`config.mk`:
```
export PLATFORM = sky130hd
export DESIGN_NAME = interval_timer
export DESIGN_NICKNAME = d
export VERILOG_FILES = /design/src/rtl/timer_pkg.sv /design/src/rtl/timer_prescaler.sv /design/src/rtl/timer_counter.sv /design/src/rtl/timer_irq.sv /design/src/rtl/interval_timer.sv
export SDC_FILE = /design/constraint.sdc
export NUM_CORES = 1
export LEC_CHECK = 0
export ABC_AREA = 1
export CORE_ASPECT_RATIO = 1.5
export CORE_UTILIZATION = 65
export DETAILED_ROUTE_END_ITERATION = 12
export DONT_BUFFER_PORTS = 1
export GPL_ROUTABILITY_DRIVEN = 0
export PLACE_DENSITY_LB_ADDON = 0.25
export SYNTH_ARGS = -nofsm -noshare
export SYNTH_HDL_FRONTEND = slang
export SYNTH_SLANG_ARGS = --single-unit
```
`constraint.sdc`:
```
create_clock -name clk_i -period 4.03 [get_ports clk_i]
set_input_delay 0 -clock clk_i [delete_from_list [all_inputs] [get_ports clk_i]]
set_output_delay 0 -clock clk_i [all_outputs]
set_load 0.01 [all_outputs]
```
`src/rtl/timer_pkg.sv`:
```
package timer_pkg;
  localparam int IDX_LOAD  = 0;
  localparam int IDX_VALUE = 1;
  localparam int IDX_CTRL  = 2;
  localparam int IDX_CLR   = 3;
  localparam int IDX_RIS   = 4;
  localparam int IDX_MIS   = 5;
  localparam int IDX_BG    = 6;

  typedef enum logic [1:0] {
    PRE_DIV1   = 2'b00,
    PRE_DIV16  = 2'b01,
    PRE_DIV256 = 2'b10,
    PRE_RSVD   = 2'b11
  } pre_sel_e;

  typedef struct packed {
    logic     run;
    logic     periodic;
    logic     ie;
    logic     rsvd;
    pre_sel_e pre;
    logic     size_full;
    logic     oneshot;
  } ctrl_t;

  localparam logic [7:0] CTRL_RST   = 8'h20;
  localparam logic [7:0] CTRL_WMASK = 8'hEF;
endpackage

```
`src/rtl/timer_prescaler.sv`:
```
module timer_prescaler import timer_pkg::*; #(
  parameter int MID_LOG2 = 4,
  parameter int TOP_LOG2 = 8
) (
  input  logic     clk_i,
  input  logic     rst_ni,
  input  logic     run_i,
  input  pre_sel_e sel_i,
  output logic     tick_o
);
  logic [TOP_LOG2-1:0] phase_q;

  always_ff @(posedge clk_i or negedge rst_ni) begin
    if (!rst_ni)     phase_q <= '0;
    else if (!run_i) phase_q <= '0;
    else             phase_q <= phase_q + 1'b1;
  end

  always_comb begin
    unique case (sel_i)
      PRE_DIV16:  tick_o = run_i && (phase_q[MID_LOG2-1:0] == '1);
      PRE_DIV256: tick_o = run_i && (phase_q == '1);
      default:    tick_o = run_i;
    endcase
  end
endmodule

```
`src/rtl/timer_counter.sv`:
```
module timer_counter #(
  parameter int CNT_W  = 32,
  parameter int HALF_W = 16
) (
  input  logic             clk_i,
  input  logic             rst_ni,
  input  logic             tick_i,
  input  logic             size_full_i,
  input  logic             oneshot_i,
  input  logic             periodic_i,
  input  logic             load_we_i,
  input  logic [CNT_W-1:0] load_val_i,
  input  logic [CNT_W-1:0] reload_i,
  output logic [CNT_W-1:0] cnt_o,
  output logic             hit_o
);
  localparam int UP_W = CNT_W - HALF_W;

  logic [CNT_W-1:0]  cnt_q, cnt_nxt;
  logic [HALF_W-1:0] low;
  logic [UP_W-1:0]   up;
  logic              at_zero, at_one;

  assign low = cnt_q[HALF_W-1:0];
  assign up  = cnt_q[CNT_W-1:HALF_W];

  always_comb begin
    at_zero = size_full_i ? (cnt_q == '0) : (low == '0);
    at_one  = size_full_i ? (cnt_q == CNT_W'(1)) : (low == HALF_W'(1));
  end

  always_comb begin
    cnt_nxt = cnt_q;
    if (tick_i) begin
      if (!at_zero) begin
        cnt_nxt = size_full_i ? cnt_q - 1'b1 : {up, low - 1'b1};
      end else if (oneshot_i) begin
        cnt_nxt = cnt_q;               // parked until reloaded
      end else if (periodic_i) begin
        cnt_nxt = reload_i;
      end else begin
        cnt_nxt = size_full_i ? '1 : {up, {HALF_W{1'b1}}};
      end
    end
  end

  always_ff @(posedge clk_i or negedge rst_ni) begin
    if (!rst_ni)        cnt_q <= '1;
    else if (load_we_i) cnt_q <= load_val_i;
    else                cnt_q <= cnt_nxt;
  end

  assign cnt_o = cnt_q;
  assign hit_o = tick_i && !at_zero && at_one && !load_we_i;
endmodule

```
`src/rtl/timer_irq.sv`:
```
module timer_irq (
  input  logic clk_i,
  input  logic rst_ni,
  input  logic hit_i,
  input  logic clr_i,
  input  logic ie_i,
  output logic raw_o,
  output logic irq_o
);
  logic raw_q;

  always_ff @(posedge clk_i or negedge rst_ni) begin
    if (!rst_ni)    raw_q <= 1'b0;
    else if (hit_i) raw_q <= 1'b1;   // set beats clear
    else if (clr_i) raw_q <= 1'b0;
  end

  assign raw_o = raw_q;
  assign irq_o = raw_q && ie_i;
endmodule

```
`src/rtl/interval_timer.sv`:
```
module interval_timer import timer_pkg::*; #(
  parameter int ADDR_W   = 8,
  parameter int CNT_W    = 32,
  parameter int HALF_W   = 16,
  parameter int MID_LOG2 = 4,
  parameter int TOP_LOG2 = 8
) (
  input  logic              clk_i,
  input  logic              rst_ni,
  input  logic              sel_i,
  input  logic              wr_i,
  input  logic [ADDR_W-1:0] addr_i,
  input  logic [CNT_W-1:0]  wdata_i,
  output logic [CNT_W-1:0]  rdata_o,
  output logic              irq_o
);
  localparam int WORD_W = ADDR_W - 2;
  localparam logic [WORD_W-1:0] W_LOAD  = WORD_W'(IDX_LOAD);
  localparam logic [WORD_W-1:0] W_VALUE = WORD_W'(IDX_VALUE);
  localparam logic [WORD_W-1:0] W_CTRL  = WORD_W'(IDX_CTRL);
  localparam logic [WORD_W-1:0] W_CLR   = WORD_W'(IDX_CLR);
  localparam logic [WORD_W-1:0] W_RIS   = WORD_W'(IDX_RIS);
  localparam logic [WORD_W-1:0] W_MIS   = WORD_W'(IDX_MIS);
  localparam logic [WORD_W-1:0] W_BG    = WORD_W'(IDX_BG);

  logic [WORD_W-1:0] word;
  logic              acc, wr_acc;
  logic              we_load, we_ctrl, we_clr, we_bg;
  ctrl_t             ctrl_q;
  logic [CNT_W-1:0]  load_q;
  logic [CNT_W-1:0]  cnt_w;
  logic              tick_w, hit_w, raw_w, irq_w;
  logic              run_w, oneshot_w, periodic_w, size_full_w, ie_w;

  assign word   = addr_i[ADDR_W-1:2];
  assign acc    = sel_i && (addr_i[1:0] == 2'b00);
  assign wr_acc = acc && wr_i;

  always_comb begin
    we_load = wr_acc && (word == W_LOAD);
    we_ctrl = wr_acc && (word == W_CTRL);
    we_clr  = wr_acc && (word == W_CLR);
    we_bg   = wr_acc && (word == W_BG);
  end

  always_ff @(posedge clk_i or negedge rst_ni) begin
    if (!rst_ni)      ctrl_q <= ctrl_t'(CTRL_RST);
    else if (we_ctrl) ctrl_q <= ctrl_t'(wdata_i[7:0] & CTRL_WMASK);
  end

  always_ff @(posedge clk_i or negedge rst_ni) begin
    if (!rst_ni)                load_q <= '1;
    else if (we_load || we_bg)  load_q <= wdata_i;
  end

  assign run_w       = ctrl_q.run;
  assign oneshot_w   = ctrl_q.oneshot;
  assign periodic_w  = ctrl_q.periodic;
  assign size_full_w = ctrl_q.size_full;
  assign ie_w        = ctrl_q.ie;

  timer_prescaler #(
    .MID_LOG2 (MID_LOG2),
    .TOP_LOG2 (TOP_LOG2)
  ) u_pre (
    .clk_i  (clk_i),
    .rst_ni (rst_ni),
    .run_i  (run_w),
    .sel_i  (ctrl_q.pre),
    .tick_o (tick_w)
  );

  timer_counter #(
    .CNT_W  (CNT_W),
    .HALF_W (HALF_W)
  ) u_cnt (
    .clk_i       (clk_i),
    .rst_ni      (rst_ni),
    .tick_i      (tick_w),
    .size_full_i (size_full_w),
    .oneshot_i   (oneshot_w),
    .periodic_i  (periodic_w),
    .load_we_i   (we_load),
    .load_val_i  (wdata_i),
    .reload_i    (load_q),
    .cnt_o       (cnt_w),
    .hit_o       (hit_w)
  );

  timer_irq u_irq (
    .clk_i  (clk_i),
    .rst_ni (rst_ni),
    .hit_i  (hit_w),
    .clr_i  (we_clr),
    .ie_i   (ie_w),
    .raw_o  (raw_w),
    .irq_o  (irq_w)
  );

  always_comb begin
    rdata_o = '0;
    if (acc) begin
      unique case (word)
        W_LOAD, W_BG: rdata_o = load_q;
        W_VALUE:      rdata_o = cnt_w;
        W_CTRL:       rdata_o = CNT_W'(ctrl_q);
        W_RIS:        rdata_o = CNT_W'(raw_w);
        W_MIS:        rdata_o = CNT_W'(irq_w);
        default:      rdata_o = '0;
      endcase
    end
  end

  assign irq_o = irq_w;
endmodule

```
# --- Word-level counts from Yosys, hierarchy flattened ---
# Index checks and enable logic that the tools add are counted.
word_totals:
  rom_bits: 0
  latch_bits: 0
  elab_cells: 68
  ram_bits: 0
  memories: 0
  out_inout_bits: 33
  reg_bits: 80
classes:
  div_mod_pow: 0
  mul: 0
  eq_ne: 13
  reduce_logical: 26
  bitwise: 0
  shift: 0
  add_sub_neg: 3
  order_cmp: 0
  mux: 15
ops:
  columns: ["cell", "count"]
  rows:
  - ["$mux 32", 8]
  - ["$pmux 32 s5", 1]
  - ["$eq 32x1->1 const B", 1]
  - ["$logic_not 32->1", 1]
  - ["$sub 32x1->32 const B", 1]
  - ["$eq 6x3->1 const B", 3]
  - ["$eq 16x1->1 const B", 1]
  - ["$logic_not 16->1", 1]
  - ["$sub 16x1->16 const B", 1]
  - ["$eq 6x2->1 const B", 2]
  - ["$logic_and 1x1->1", 12]
  - ["$add 8x1->8 const B", 1]
  - ["$eq 8x8->1 const B", 1]
  - ["$mux 8", 1]
  - ["$eq 6x1->1 const B", 1]
  - ["$logic_not 6->1", 1]
  - ["$reduce_bool 3->1", 2]
  - ["$eq 4x4->1 const B", 1]
  - ["$mux 1", 4]
  - ["$reduce_and 4->1", 1]
  - ["$reduce_bool 2->1", 2]
  - ["$ne 3x2->1 const B", 1]
  - ["$eq 2x1->1 const B", 1]
  - ["$eq 2x2->1 const B", 1]
  - ["other kinds (6)", 7]

# --- Longest topological paths before layout ---
logic_depth:
  depth_word: 7
  mapped_depth: 15
  depth_no_buf: 13

# --- By module ---
# Synthesis repeated with hierarchy kept, for this count alone.
hier_totals:
  cells_unflattened: 928
  hier_area_um2: 6212.2
by_module_without_submodules:
  columns: ["mod", "area_each_um2", "cells_per_inst", "instances"]
  rows:
  - ["timer_counter", 3314.4, 550, 1]
  - ["interval_timer", 2437.3, 321, 1]
  - ["timer_prescaler", 412.9, 50, 1]
  - ["timer_irq", 47.5, 7, 1]

# --- Worst setup path after synthesis ---
# No wires, ideal clock.
synth_path:
  path_type: "register to register"
  from: "register u_cnt.cnt_q[0] (netlist: u_cnt.cnt_o[0])"
  to: "register u_cnt.cnt_q[5] (netlist: u_cnt.cnt_o[5])"
  slack_ps: 2073
  period_less_slack_ps: 1957
  n_path_buf: 2
  arrival_ps: 1893
  required_time_ps: 3966
  setup_time_ps: 64
  path_stages_with_launch: 14
  cell_sequence: "dfstp_2 inv_1 ha_1 nand2_4 nor2_8 nand2_4 clkinv_2 buf_6 nand3_4 nand2_4 nor2_4 buf_2 nand2_1 nand3_1"
synth_between:
  elab_chain_cells: 5
synth_lines:
  columns: ["item", "line", "rtl"]
  rows:
  - ["start: declaration", "timer_counter.sv:19", "logic [CNT_W-1:0] cnt_q, cnt_nxt;"]
  - ["start signal: assignment", "timer_counter.sv:49", "else if (load_we_i) cnt_q <= load_val_i;"]
  - ["start signal: assignment", "timer_counter.sv:50", "else cnt_q <= cnt_nxt;"]
  - ["$sub 32x1->32 (tied with other cells)", "timer_counter.sv:36", "cnt_nxt = size_full_i ? cnt_q - 1'b1 : {up, low - 1'b1};"]
  - ["$mux 32 or $mux 1 (tied branches)", "timer_counter.sv:36, timer_counter.sv:28", null]
  - ["$mux 32", "timer_counter.sv:35", "if (!at_zero) begin"]
  - ["$mux 32", "timer_counter.sv:34", "if (tick_i) begin"]
  - ["$mux 32", "timer_counter.sv:49", null]
# Parallel ways exist; a longest one is shown, timed or not. The select of a mux whose other input is x is not followed.
# A chain may end at the register's enable or synchronous reset.

# --- Worst setup path in the final report ---
layout_path:
  from: "register u_cnt.cnt_q[0] (netlist: u_cnt.cnt_o[0])"
  to: "register u_cnt.cnt_q[18] (netlist: u_cnt.cnt_o[18])"
layout_between:
  elab_chain_cells: 5
layout_lines:
  columns: ["item", "line"]
  rows:
  - ["$sub 32x1->32 (tied with other cells)", "timer_counter.sv:36"]
  - ["$mux 32 or $mux 1 (tied branches)", "timer_counter.sv:36, timer_counter.sv:28"]
  - ["$mux 32", "timer_counter.sv:35"]
  - ["$mux 32", "timer_counter.sv:34"]
  - ["$mux 32", "timer_counter.sv:49"]
# Parallel ways exist; a longest one is shown, timed or not. The select of a mux whose other input is x is not followed.

==> metrics.yaml <==
min_to: "u_irq.raw_o"
die-area_sq_mm: 0.00922
antenna_left: 0
maxSlewHeadroom: 0.308
rsz0062_at_grt: "no"
yosysSeqAreaShare: 0.363
p_leak_nw: 2.91
hold_depth: 3
via_per_inst: 6.02
place.detailed.hpwl_microns: 11100
ctsResizeCount: 0
cts_sinks: 80
finalNonFillerCells: 972
hp-class: "in2reg"
final-max-slew-violation-count: 0
antenna_cells: 0
synthArstFlopShare: 1.00
synth_cell_types: 43
start_util: 0.674
required_ps: 4300
period_minus_slack_ps: 2780
grt_pass1_vias: 5709
htreeDepth: 3
synth_edf_count: 0
layout-drive-gt1-share: 0.183
area_growth_pct: 11.9
wl_per_cell_microns: 17.0
r2r_slack_ps: 1250
timing.rr.end: "u_cnt.cnt_o[18]"
synthesis.nets: 887
place.port_buffers: 0
hold_viol_final: 0
dieHeight_microns: 117
antenna_found_initial: 0
netlist_area_sq_mm: 0.00574
holdWs_ps: 33.3
rows: 41
layout_commonest_cell: "nand2_1"
cts_tree: "done"
setup_viol: 0
cp_max_fo: 22
drtIter0Drc: 601
synth_area_per_cell_sq_um: 6.85
routed_wl_microns: 16500
peakVddDrop_v: 0.000404
die_x_microns: 78.8
ioPinCount: 77
clk_latency_ps: 350
r2r_cells: 12
hold_start: "wr_i"
timing.final.crit_share: 0.690
clkTransAtPathRegs_ps: 60
startpoint_type: "flip-flop"
ys.warnings.count: 0
clock-skew-final_ps: 8.64
first_pass_iters: 6
synth_ff_type: "dfstp_2"
ys_ff_latch: 80
grt_max_degree: 81
drc: 0
num_vias: 5848
grt_overflow: 0
synthCells: 839
cp_data_arrival_time_ps: 3050
clock-root-buffer: "clkbuf_16"
setup_tns_ps: 0
status: "finished clean"
numCtsBuffers: 9
p_total_mw: 3.07
cap_violations: 0
final_util: 0.755
placed_cells: 920
clock.fmax_mhz: 359
final_cell_mix: "nand2_1 (247), nor2_1 (130), inv_1 (89)"
nNetsFinal: 908
cts_buffer_depth: 2
crit_type: "reg2reg"
core_area_sq_mm: 0.00852
power_density_mw_per_mm2: 478
tightestPinTransition_ps: 1030
grt_pass1_wl_microns: 26400
startpoint: "u_cnt.cnt_o[0]"
critPathCaptureType: "flip-flop"
grtUsageTotal: 0.376
r2r_start: "u_cnt.cnt_o[0]"
## worst max-delay path, stage by stage (launching register included)
cell and delay [ps]:
dfstp_2 560, inv_1 80, ha_1 290, nand2_4 140, nor2_8 60, nand2_4 90
clkinv_2 270, nand3_2 450, nand3_4 210, nand2_8 250, inv_1 140, nand2_1 90
nand2_1 70
## worst max-delay path by stage
stage,cells past startpoint,slack (ps),to
after floorplan,13,2070,u_cnt.cnt_o[5]
after global placement,12,1490,u_cnt.cnt_o[19]
after detailed placement,12,1320,u_cnt.cnt_o[18]
after CTS,12,1330,u_cnt.cnt_o[18]
after global routing,12,1090,u_cnt.cnt_o[17]
final,12,1250,u_cnt.cnt_o[18]
## cell type report
type / count / area (sq um)
Timing Repair Buffer: 40 / 408
Tap cell: 107 / 134
Fill cell: 663 / 2090
Clock buffer: 13 / 270
Multi-Input combinational cell: 637 / 3140
Inverter: 92 / 352
Sequential cell: 80 / 2080
Clock inverter: 3 / 40.0
## stage by stage
step	cell area (sq um)	setup slack, ps
2_1_floorplan	5740	2070
6_report	6430	1250
3_3_place_gp	5740	1490
5_1_grt	6430	1090
4_1_cts	6430	1330
3_5_place_dp	5740	1320
## power by group
group | internal [mW] | switching, mW
Sequential | 0.974 | 0.147
Clock | 0.529 | 0.328
Combinational | 0.379 | 0.716
## cell families after synthesis
group,Yosys count,share of synthesized area
muxes,9,0.0176
xor gates and xnor gates,11,0.0168
and+or+nand+nor,497,0.384
DFF,80,0.363
buffers and inverters,122,0.0917
adders and majority gates,4,0.00871
AOI/OAI and AO/OA,116,0.119
## cells in the mapped netlist, types with 6 or more instances
cell	number	area, sq um
o21ai_2	11	96.3
nand3_1	53	265
a22oi_1	12	90.1
inv_1	89	334
nor3_1	6	30.0
nand4_1	11	68.8
nand2_2	20	125
or2_2	9	56.3
dfrtp_1	15	375
mux2_2	9	101
nor2_1	130	488
o21ai_0	35	175
xor2_1	10	87.6
buf_2	9	45.0
clkbuf_1	16	60.1
dfstp_2	65	1710
a21oi_1	45	225
nand2_1	247	927
## flip-flops by register name, indices dropped and copies added, names as in the netlist
register / cells
ctrl_q: 2
load_q: 32
u_pre.phase_q: 8
periodic_w: 1
oneshot_w: 1
run_w: 1
u_cnt.cnt_o: 32
u_irq.raw_o: 1
size_full_w: 1
ie_w: 1
## routing by layer
metal | vias up | GRT usage | wire (microns)
met3 | 82 | 0.0736 | 1210
met1 | 2751 | 0.410 | 5940
met4 | 0 | 0.220 | 816
li1 | 2702 | - | -
met2 | 313 | 0.675 | 8570
met5 | - | 0 | 0
## what timing repair did
action / 4_1_cts / 5_1_grt
hold buffers: 36 / 0
endpoints found under the hold margin: 152 / 0
setup buffers: 0 / 0
No activity file was read; power rests on OpenSTA's default activity.
